<file path="config.mk">
export PLATFORM = sky130hd
export DESIGN_NAME = cs_timing_gen
export DESIGN_NICKNAME = d
export VERILOG_FILES = /design/src/rtl/cs_timing_pkg.sv /design/src/rtl/cs_seq.sv /design/src/rtl/cs_half_reg.sv /design/src/rtl/cs_strobe_dec.sv /design/src/rtl/cs_timing_gen.sv
export SDC_FILE = /design/constraint.sdc
export NUM_CORES = 1
export LEC_CHECK = 0
export ABC_AREA = 1
export BUFFER_PORTS_ARGS = -buffer_cell sky130_fd_sc_hd__buf_2
export CAP_MARGIN = 25
export CORE_ASPECT_RATIO = 0.75
export CORE_MARGIN = 3
export CORE_UTILIZATION = 26
export CTS_BUF_LIST = sky130_fd_sc_hd__clkbuf_8
export DETAILED_ROUTE_END_ITERATION = 8
export HOLD_SLACK_MARGIN = 0.06
export PLACE_DENSITY = 0.44
export SYNTH_ARGS = -nofsm -noshare
export SYNTH_HDL_FRONTEND = slang
export SYNTH_HIERARCHICAL = 1
export SYNTH_SLANG_ARGS = --single-unit
</file>
<file path="constraint.sdc">
create_clock -name clk_i -period 1.2 [get_ports clk_i]
set_input_delay 0 -clock clk_i [delete_from_list [all_inputs] [get_ports clk_i]]
set_output_delay 0 -clock clk_i [all_outputs]
set_load 0.03 [all_outputs]
</file>
<file path="src/rtl/cs_timing_pkg.sv">
`timescale 1ns/1ps
package cs_timing_pkg;
  typedef enum logic [1:0] {
    ST_IDLE   = 2'd0,
    ST_SETUP  = 2'd1,
    ST_STROBE = 2'd2
  } phase_e;

  typedef struct packed {
    logic       rd;
    logic [1:0] setup;
    logic       relax;
    logic       early;
    logic       ext_sel;
  } acc_cfg_t;

  localparam logic [1:0] SETUP_HALF = 2'b11;
endpackage

</file>
<file path="src/rtl/cs_seq.sv">
`timescale 1ns/1ps
module cs_seq
  import cs_timing_pkg::*;
#(
  parameter int WAIT_W = 4,
  parameter int NUM_BE = 4
) (
  input  logic              clk_i,
  input  logic              rst_ni,
  input  logic              start_i,
  input  acc_cfg_t          cfg_i,
  input  logic [WAIT_W-1:0] wait_i,
  input  logic [NUM_BE-1:0] be_i,
  input  logic              ext_ack_i,
  output phase_e            phase_o,
  output acc_cfg_t          cfg_o,
  output logic [NUM_BE-1:0] be_o,
  output logic              ta_o
);
  localparam int CNT_W = WAIT_W + 1;

  phase_e     phase_q;
  acc_cfg_t   cfg_q;
  logic [NUM_BE-1:0] be_q;
  logic [CNT_W-1:0]  cnt_q;
  logic [CNT_W-1:0]  load_cnt;
  logic              ta;

  // relaxed mode adds one mandatory cycle before acknowledge may be taken
  assign load_cnt = (cfg_i.ext_sel ? '0 : {1'b0, wait_i}) + CNT_W'(cfg_i.relax);

  assign ta = (phase_q == ST_STROBE) && (cnt_q == '0) && (cfg_q.ext_sel ? ext_ack_i : 1'b1);

  always_ff @(posedge clk_i or negedge rst_ni) begin
    if (!rst_ni) begin
      phase_q <= ST_IDLE;
      cfg_q   <= '0;
      be_q    <= '0;
      cnt_q   <= '0;
    end else begin
      unique case (phase_q)
        ST_IDLE: begin
          if (start_i) begin
            cfg_q   <= cfg_i;
            be_q    <= be_i;
            cnt_q   <= load_cnt;
            phase_q <= cfg_i.relax ? ST_SETUP : ST_STROBE;
          end
        end
        ST_SETUP: phase_q <= ST_STROBE;
        ST_STROBE: begin
          if (ta)                 phase_q <= ST_IDLE;
          else if (cnt_q != '0)   cnt_q   <= cnt_q - 1'b1;
        end
        default: phase_q <= ST_IDLE;
      endcase
    end
  end

  assign phase_o = phase_q;
  assign cfg_o   = cfg_q;
  assign be_o    = be_q;
  assign ta_o    = ta;
endmodule

</file>
<file path="src/rtl/cs_half_reg.sv">
`timescale 1ns/1ps
module cs_half_reg (
  input  logic clk_i,
  input  logic rst_ni,
  input  logic d_i,
  output logic q_o
);
  always_ff @(negedge clk_i or negedge rst_ni) begin
    if (!rst_ni) q_o <= 1'b0;
    else         q_o <= d_i;
  end
endmodule

</file>
<file path="src/rtl/cs_strobe_dec.sv">
`timescale 1ns/1ps
module cs_strobe_dec
  import cs_timing_pkg::*;
#(
  parameter int NUM_BE = 4
) (
  input  logic              active_i,
  input  logic              half_i,
  input  logic              rd_i,
  input  logic [1:0]        setup_i,
  input  logic              relax_i,
  input  logic              early_i,
  input  logic [NUM_BE-1:0] be_i,
  input  logic              ta_i,
  output logic              cs_no,
  output logic              oe_no,
  output logic [NUM_BE-1:0] we_no
);
  logic early_now;
  logic half_mode;
  logic cs_on;

  assign early_now = relax_i & early_i & ~rd_i & ta_i;
  assign half_mode = (setup_i == SETUP_HALF);
  // half-delayed select is never released early
  assign cs_on     = active_i & (half_mode ? half_i : ~early_now);

  assign cs_no = ~cs_on;
  assign oe_no = ~(active_i & rd_i);

  for (genvar i = 0; i < NUM_BE; i++) begin : g_we
    assign we_no[i] = ~(active_i & ~rd_i & be_i[i] & ~early_now);
  end
endmodule

</file>
<file path="src/rtl/cs_timing_gen.sv">
`timescale 1ns/1ps
module cs_timing_gen
  import cs_timing_pkg::*;
#(
  parameter int WAIT_W = 4,
  parameter int NUM_BE = 4
) (
  input  logic              clk_i,
  input  logic              rst_ni,
  input  logic              start_i,
  input  logic              rd_i,
  input  logic [1:0]        setup_i,
  input  logic              relax_i,
  input  logic              early_neg_i,
  input  logic              ext_sel_i,
  input  logic [WAIT_W-1:0] wait_i,
  input  logic [NUM_BE-1:0] be_i,
  input  logic              ext_ack_i,
  output logic              cs_no,
  output logic              oe_no,
  output logic [NUM_BE-1:0] we_no,
  output logic              ta_o
);
  acc_cfg_t          cfg_in;
  acc_cfg_t          cfg_w;
  phase_e            phase_w;
  logic [NUM_BE-1:0] be_w;
  logic              ta_w;
  logic              active_w;
  logic              half_w;

  assign cfg_in = '{rd: rd_i, setup: setup_i, relax: relax_i,
                    early: early_neg_i, ext_sel: ext_sel_i};

  cs_seq #(.WAIT_W(WAIT_W), .NUM_BE(NUM_BE)) u_seq (
    .clk_i     (clk_i),
    .rst_ni    (rst_ni),
    .start_i   (start_i),
    .cfg_i     (cfg_in),
    .wait_i    (wait_i),
    .be_i      (be_i),
    .ext_ack_i (ext_ack_i),
    .phase_o   (phase_w),
    .cfg_o     (cfg_w),
    .be_o      (be_w),
    .ta_o      (ta_w)
  );

  assign active_w = (phase_w == ST_STROBE);

  cs_half_reg u_half (
    .clk_i  (clk_i),
    .rst_ni (rst_ni),
    .d_i    (active_w),
    .q_o    (half_w)
  );

  cs_strobe_dec #(.NUM_BE(NUM_BE)) u_dec (
    .active_i (active_w),
    .half_i   (half_w),
    .rd_i     (cfg_w.rd),
    .setup_i  (cfg_w.setup),
    .relax_i  (cfg_w.relax),
    .early_i  (cfg_w.early),
    .be_i     (be_w),
    .ta_i     (ta_w),
    .cs_no    (cs_no),
    .oe_no    (oe_no),
    .we_no    (we_no)
  );

  assign ta_o = ta_w;
endmodule

</file>
== After elaboration in Yosys (flattened, before gate mapping) ==
Index checks and enable logic that the tools add are counted.

* Input bits: 18
* Word-level logic and storage cells: 60
* Register bits after elaboration: 18

* Bitwise gates (word level): 22
* Equal/unequal tests: 7
* $add $sub $neg: 2
* Reduce and logical (&&, ||, !) cells: 9
* Muxes and demuxes: 11

{| class="wikitable"
|+ Operators by type and width
! cell !! count
|-
| two-way mux 5 bit || 3
|-
| bitwise AND 1 bit || 14
|-
| one-hot mux 5 bit (2 select lines) || 1
|-
| != test 2 bit, second input constant || 4
|-
| NOT 1 bit || 8
|-
| two-way mux 2 bit || 3
|-
| one-hot mux 2 bit (3 select lines) || 1
|-
| adder 5 x 1 -> 5 bit || 1
|-
| zero test 5 bit || 1
|-
| nonzero test 5 bit || 1
|-
| subtractor 5 x 1 -> 5 bit, second input constant || 1
|-
| equality test 2 bit, second input constant || 2
|-
| two-way mux 4 bit || 1
|-
| AND reduction 2 bit || 2
|-
| AND reduction 4 bit || 1
|-
| equality test 2 x 1 -> 1 bit, second input constant || 1
|-
| logical AND 1 bit || 2
|-
| zero test 2 bit || 1
|-
| two-way mux 1 bit || 2
|-
| nonzero test 2 bit || 1
|}

== Depth between registers and ports, before layout ==
* Depth in word-level cells: 8
* Depth in mapped cells: 11
* Gate-level depth less buffers: 11

== Modules after synthesis ==
Netlist, hierarchy kept.

{| class="wikitable"
|+ By module, submodules not included
! module !! area each (µm²) !! cells an instance !! instances !! sequential area each (µm²)
|-
| cs_seq || 894.6 || 117 || 1 || 425.4
|-
| cs_strobe_dec || 77.6 || 17 || 1 || 0.0
|-
| cs_half_reg || 25.0 || 1 || 1 || 25.0
|-
| cs_timing_gen || 10.0 || 2 || 1 || 0.0
|}

==> metrics.md <==
| Metric | Value |
|---|---|
| First-pass GRT wire length | 4.53 mm |
| Sequential share of power | 25.7% |
| Gpl congestion | between 0.7 and 0.8 |
| Cell family contributing the most delay on the critical path | flip-flops |
| Category of the worst setup path capture point | output pin |
| Run status | complete, but fails checks |
| Delay of the slowest cell on the worst path | 400 ps |
| Number of failing hold endpoints at the final stage | 0 |
| CP Max Fanout | 1 |
| Synthesized instance count | 137 |
| Fraction of final layout cells with drive strength greater than 1 | a little over two fifths |
| Number of standard-cell rows in the floorplan | 18 |
| Ys flop type | sky130_fd_sc_hd__dfrtp_1 |
| Library cell appearing most often on the critical path | sky130_fd_sc_hd__nor2_1 |
| Initial Utilization | 28.9% |
| Distinct cell type count of the synthesized netlist | 20 |
| Floorplan die area | 4660 um2 |
| Master of the slowest instance on the critical path | sky130_fd_sc_hd__dfrtn_1 |
| Worst-margin pin slew | 232 ps |
| Clk buf depth | 2 |
| Die extent in x | a little under 80 um |
| Critical Path Start Type | flip-flop |
| GRT Overall Usage | 12.5% |
| Min-Delay Path Class | in2reg |
| Count of buffering cells on the critical path with inverters included | 1 |
| # Max-Cap Violations | 0 |
| Layout-stage area growth over the synthesis result | 67.8% |
| Post-Syn Area | around 1000 um2 |
| Final non-filler cell total | 247 |
| Vias/cell | 4.14 |
| Detail-routed net length per standard cell | between 10 and 15 um |
| Multi-input gate area in the final layout | 591 um2 |
| Setup violators final | 12 |
| Power per cell area | 2520 nW/um2 |
| Maximum number of pins on one net before global-route repair | 18 |
| Power Internal | 2450 uW |
| Number of global-route vias before repair | 963 |
| Share of total power in combinational logic | between 60% and 70% |
| Top-level I/O count | 25 |
| Synth top cells by count | 52 x sky130_fd_sc_hd__nand2_1, 17 x sky130_fd_sc_hd__dfrtp_1, 14 x sky130_fd_sc_hd__inv_1, 14 x sky130_fd_sc_hd__nand3_1, 8 x sky130_fd_sc_hd__nor2_1 |
| Number of DRC markers in iteration 0 | 27 |
| Largest area contributor in the synthesized netlist | sky130_fd_sc_hd__dfrtp_1 |
| Detailed-route via count | 1023 |
| Violated checks | negative setup slack |
| Final antenna-violating net count | 0 |
| Placed Cells | 227 |
| Most common cell in the netlist | sky130_fd_sc_hd__nand2_1 |
| Async SR Flop Fraction | 100% |
| Area of the core | 3490 um2 |
| Share of Yosys cell area claimed by the top area cell type | 42.2% |
| Syn avg cell area | 7.35 um2 |
| Buffer cell driving the clock tree root | sky130_fd_sc_hd__clkbuf_8 |
| Source-to-sink clock delay at the later pin of the worst-skew pair | 260 ps |
| DRC Markers | 0 |
| Final Max Tran Viols | 0 |
| Input/output buffers | 24 |
| Total length of routed wires | 2.65 mm |
| TritonCTS sink count | 18 |
| Aggregate negative setup slack | -2060 ps |
| Number of antenna violations at the first check in global routing | 0 |
| Worst IR drop on VDD | 0.000944 V |
| Ordered cell list for the critical path | nor2_1 -> nor2_1 -> nand2_2 -> buf_6 |
| Total net switching power | 1800 uW |
| Number of inserted filler cells in the final layout | 353 |
| CTS tree | built |
| EDFF count, synth | 0 |
| Number of detailed-routing iterations run before antenna repair | 4 |
| Most area-consuming cells after synthesis | sky130_fd_sc_hd__dfrtp_1 42%, sky130_fd_sc_hd__nand2_1 19%, sky130_fd_sc_hd__nand3_1 7.0% |
| Net Count, Synth | 158 |
| Yosys warns | 6 |
| Clock buffer count from CTS | 3 |
| Area taken by flip-flops and latches | between 400 and 500 um2 |
| Half-perimeter wire length after detailed placement | 1.97 mm |
| Number of inserted diodes | 0 |
| Number of flip-flops and latches in the synthesized netlist | 18 |
| Setup CP Type | reg2out |
| Setup slack after layout | -413 ps |
| Sequential element share of the synthesized area | 44.7% |
| Net switching share of the total power | 42.3% |
| H-tree levels | 1 |
| Worst slew margin | 84.5% |
| Net count, final | 219 |
| Worst Skew | 15.5 ps |
| Clock share of power | 11.6% |
| Worst EP required | 1200 ps |
| GR Overflow Total | 0 |
| Unrepaired setup endpoints after global routing | yes |
| Vertical extent of the die | 59.9 um |
| Reg clk slew, reported paths | 70 ps |
| Reported leakage power | 0.000880 uW |
| Endpoint arrival time on the critical path | around 1600 ps |
==> worst paths after layout <==
check	from	endpoint	slack [ps]	cells after the start
worst max-delay path	u_half/q_o	cs_no	-410	4
worst min-delay path	ext_sel_i	u_seq/cfg_o[0]	80	3
worst max register to register	u_seq/phase_o[0]	u_half/q_o	-100	1
worst min register to register	u_seq/cnt_q[4]	u_seq/cnt_q[4]	480	2
max in group asynchronous	rst_ni	u_half/q_o	530	2
min in group asynchronous	rst_ni	u_seq/cnt_q[0]	260	3
==> kinds of logic after synthesis <==
group                      Yosys count  synth area share [%]
buffers and inverters               19                  7.83
AOI/OAI and AO/OA                   12                  6.46
DFF                                 18                  44.7
and+or+nand+nor                     84                  36.4
xor gates and xnor gates             1                 0.870
adders and majority gates            3                  3.73
==> area by class of cell <==
type	count	area share, %
inverters	18	4.15
well taps	50	3.70
flip-flops and latches	18	26.6
multi-input cells	100	34.9
repair buffers	57	27.3
clock buffers	4	3.26
==> power by group through the flow <==
| stage | Clock (uW) | Combinational [uW] | Sequential [uW] |
|---|---|---|---|
| CTS | 521 | 2590 | 1090 |
| global route | 552 | 2950 | 1130 |
| finish | 495 | 2670 | 1090 |
| floorplan | 0 | 1420 | 1080 |
| global placement | 0 | 2190 | 1090 |
| detailed placement | 0 | 2210 | 1100 |
==> placed cells by master, fill, tap and decap left out <==
master / synthesis / final
sky130_fd_sc_hd__a21oi_1: 1 / 1
sky130_fd_sc_hd__buf_12: 0 / 1
sky130_fd_sc_hd__buf_2: 0 / 18
sky130_fd_sc_hd__buf_4: 0 / 17
sky130_fd_sc_hd__buf_6: 1 / 11
sky130_fd_sc_hd__clkbuf_8: 0 / 4
sky130_fd_sc_hd__dfrtn_1: 1 / 1
sky130_fd_sc_hd__dfrtp_1: 17 / 17
sky130_fd_sc_hd__dlygate4sd3_1: 0 / 10
sky130_fd_sc_hd__ha_1: 3 / 2
sky130_fd_sc_hd__ha_4: 0 / 1
sky130_fd_sc_hd__inv_1: 14 / 11
sky130_fd_sc_hd__inv_2: 4 / 6
sky130_fd_sc_hd__inv_4: 0 / 1
sky130_fd_sc_hd__nand2_1: 52 / 47
sky130_fd_sc_hd__nand2_2: 3 / 6
sky130_fd_sc_hd__nand2_4: 1 / 3
sky130_fd_sc_hd__nand3_1: 14 / 9
sky130_fd_sc_hd__nand3_4: 0 / 5
sky130_fd_sc_hd__nor2_1: 8 / 7
sky130_fd_sc_hd__nor2_2: 4 / 4
sky130_fd_sc_hd__nor2_4: 1 / 2
sky130_fd_sc_hd__nor3_1: 1 / 1
sky130_fd_sc_hd__o21ai_0: 5 / 3
sky130_fd_sc_hd__o21ai_1: 4 / 4
sky130_fd_sc_hd__o21ai_2: 1 / 3
sky130_fd_sc_hd__o22ai_1: 1 / 1
sky130_fd_sc_hd__xor2_1: 1 / 1
==> through the flow <==
| stage | cell area [um2] | hold WS [ps] | worst slack [ps] | utilization, % | power [uW] |
|---|---|---|---|---|---|
| 2_1_floorplan | 1090 | -296 | -124 | - | 2490 |
| 4_1_cts | 1660 | 73.5 | -434 | 47.6 | 4200 |
| 3_5_place_dp | 1410 | 14.6 | -145 | 40.3 | 3310 |
| 6_report | 1690 | 81.5 | -413 | 48.4 | 4260 |
| 5_1_grt | 1690 | 83.9 | -477 | 48.4 | 4620 |
| 3_3_place_gp | 1410 | 27.8 | -145 | 40.3 | 3280 |
==> state kept, by name, indices dropped and copies added (netlist names) <==
name,cells
u_half/q_o,1
u_seq/cnt_q,5
u_seq/phase_o,2
u_seq/be_o,4
u_seq/cfg_o,6
==> metal layers <==
metal	vias up	share of wire, %	track usage (%)
li1	546	-	-
met1	460	50	17.7
met2	15	45	18.8
met3	2	4.5	3.46
met4	0	0.64	3.05
met5	-	0	0
==> repair_timing <==
action                                  CTS  global route
resized for setup                        23             4
hold buffers                             10             0
buffers inserted                          4             4
hold endpoints to repair                 27             0
pin swaps                                 8             3
endpoints found under the setup margin   12            25
No activity file was read; power rests on OpenSTA's default activity.
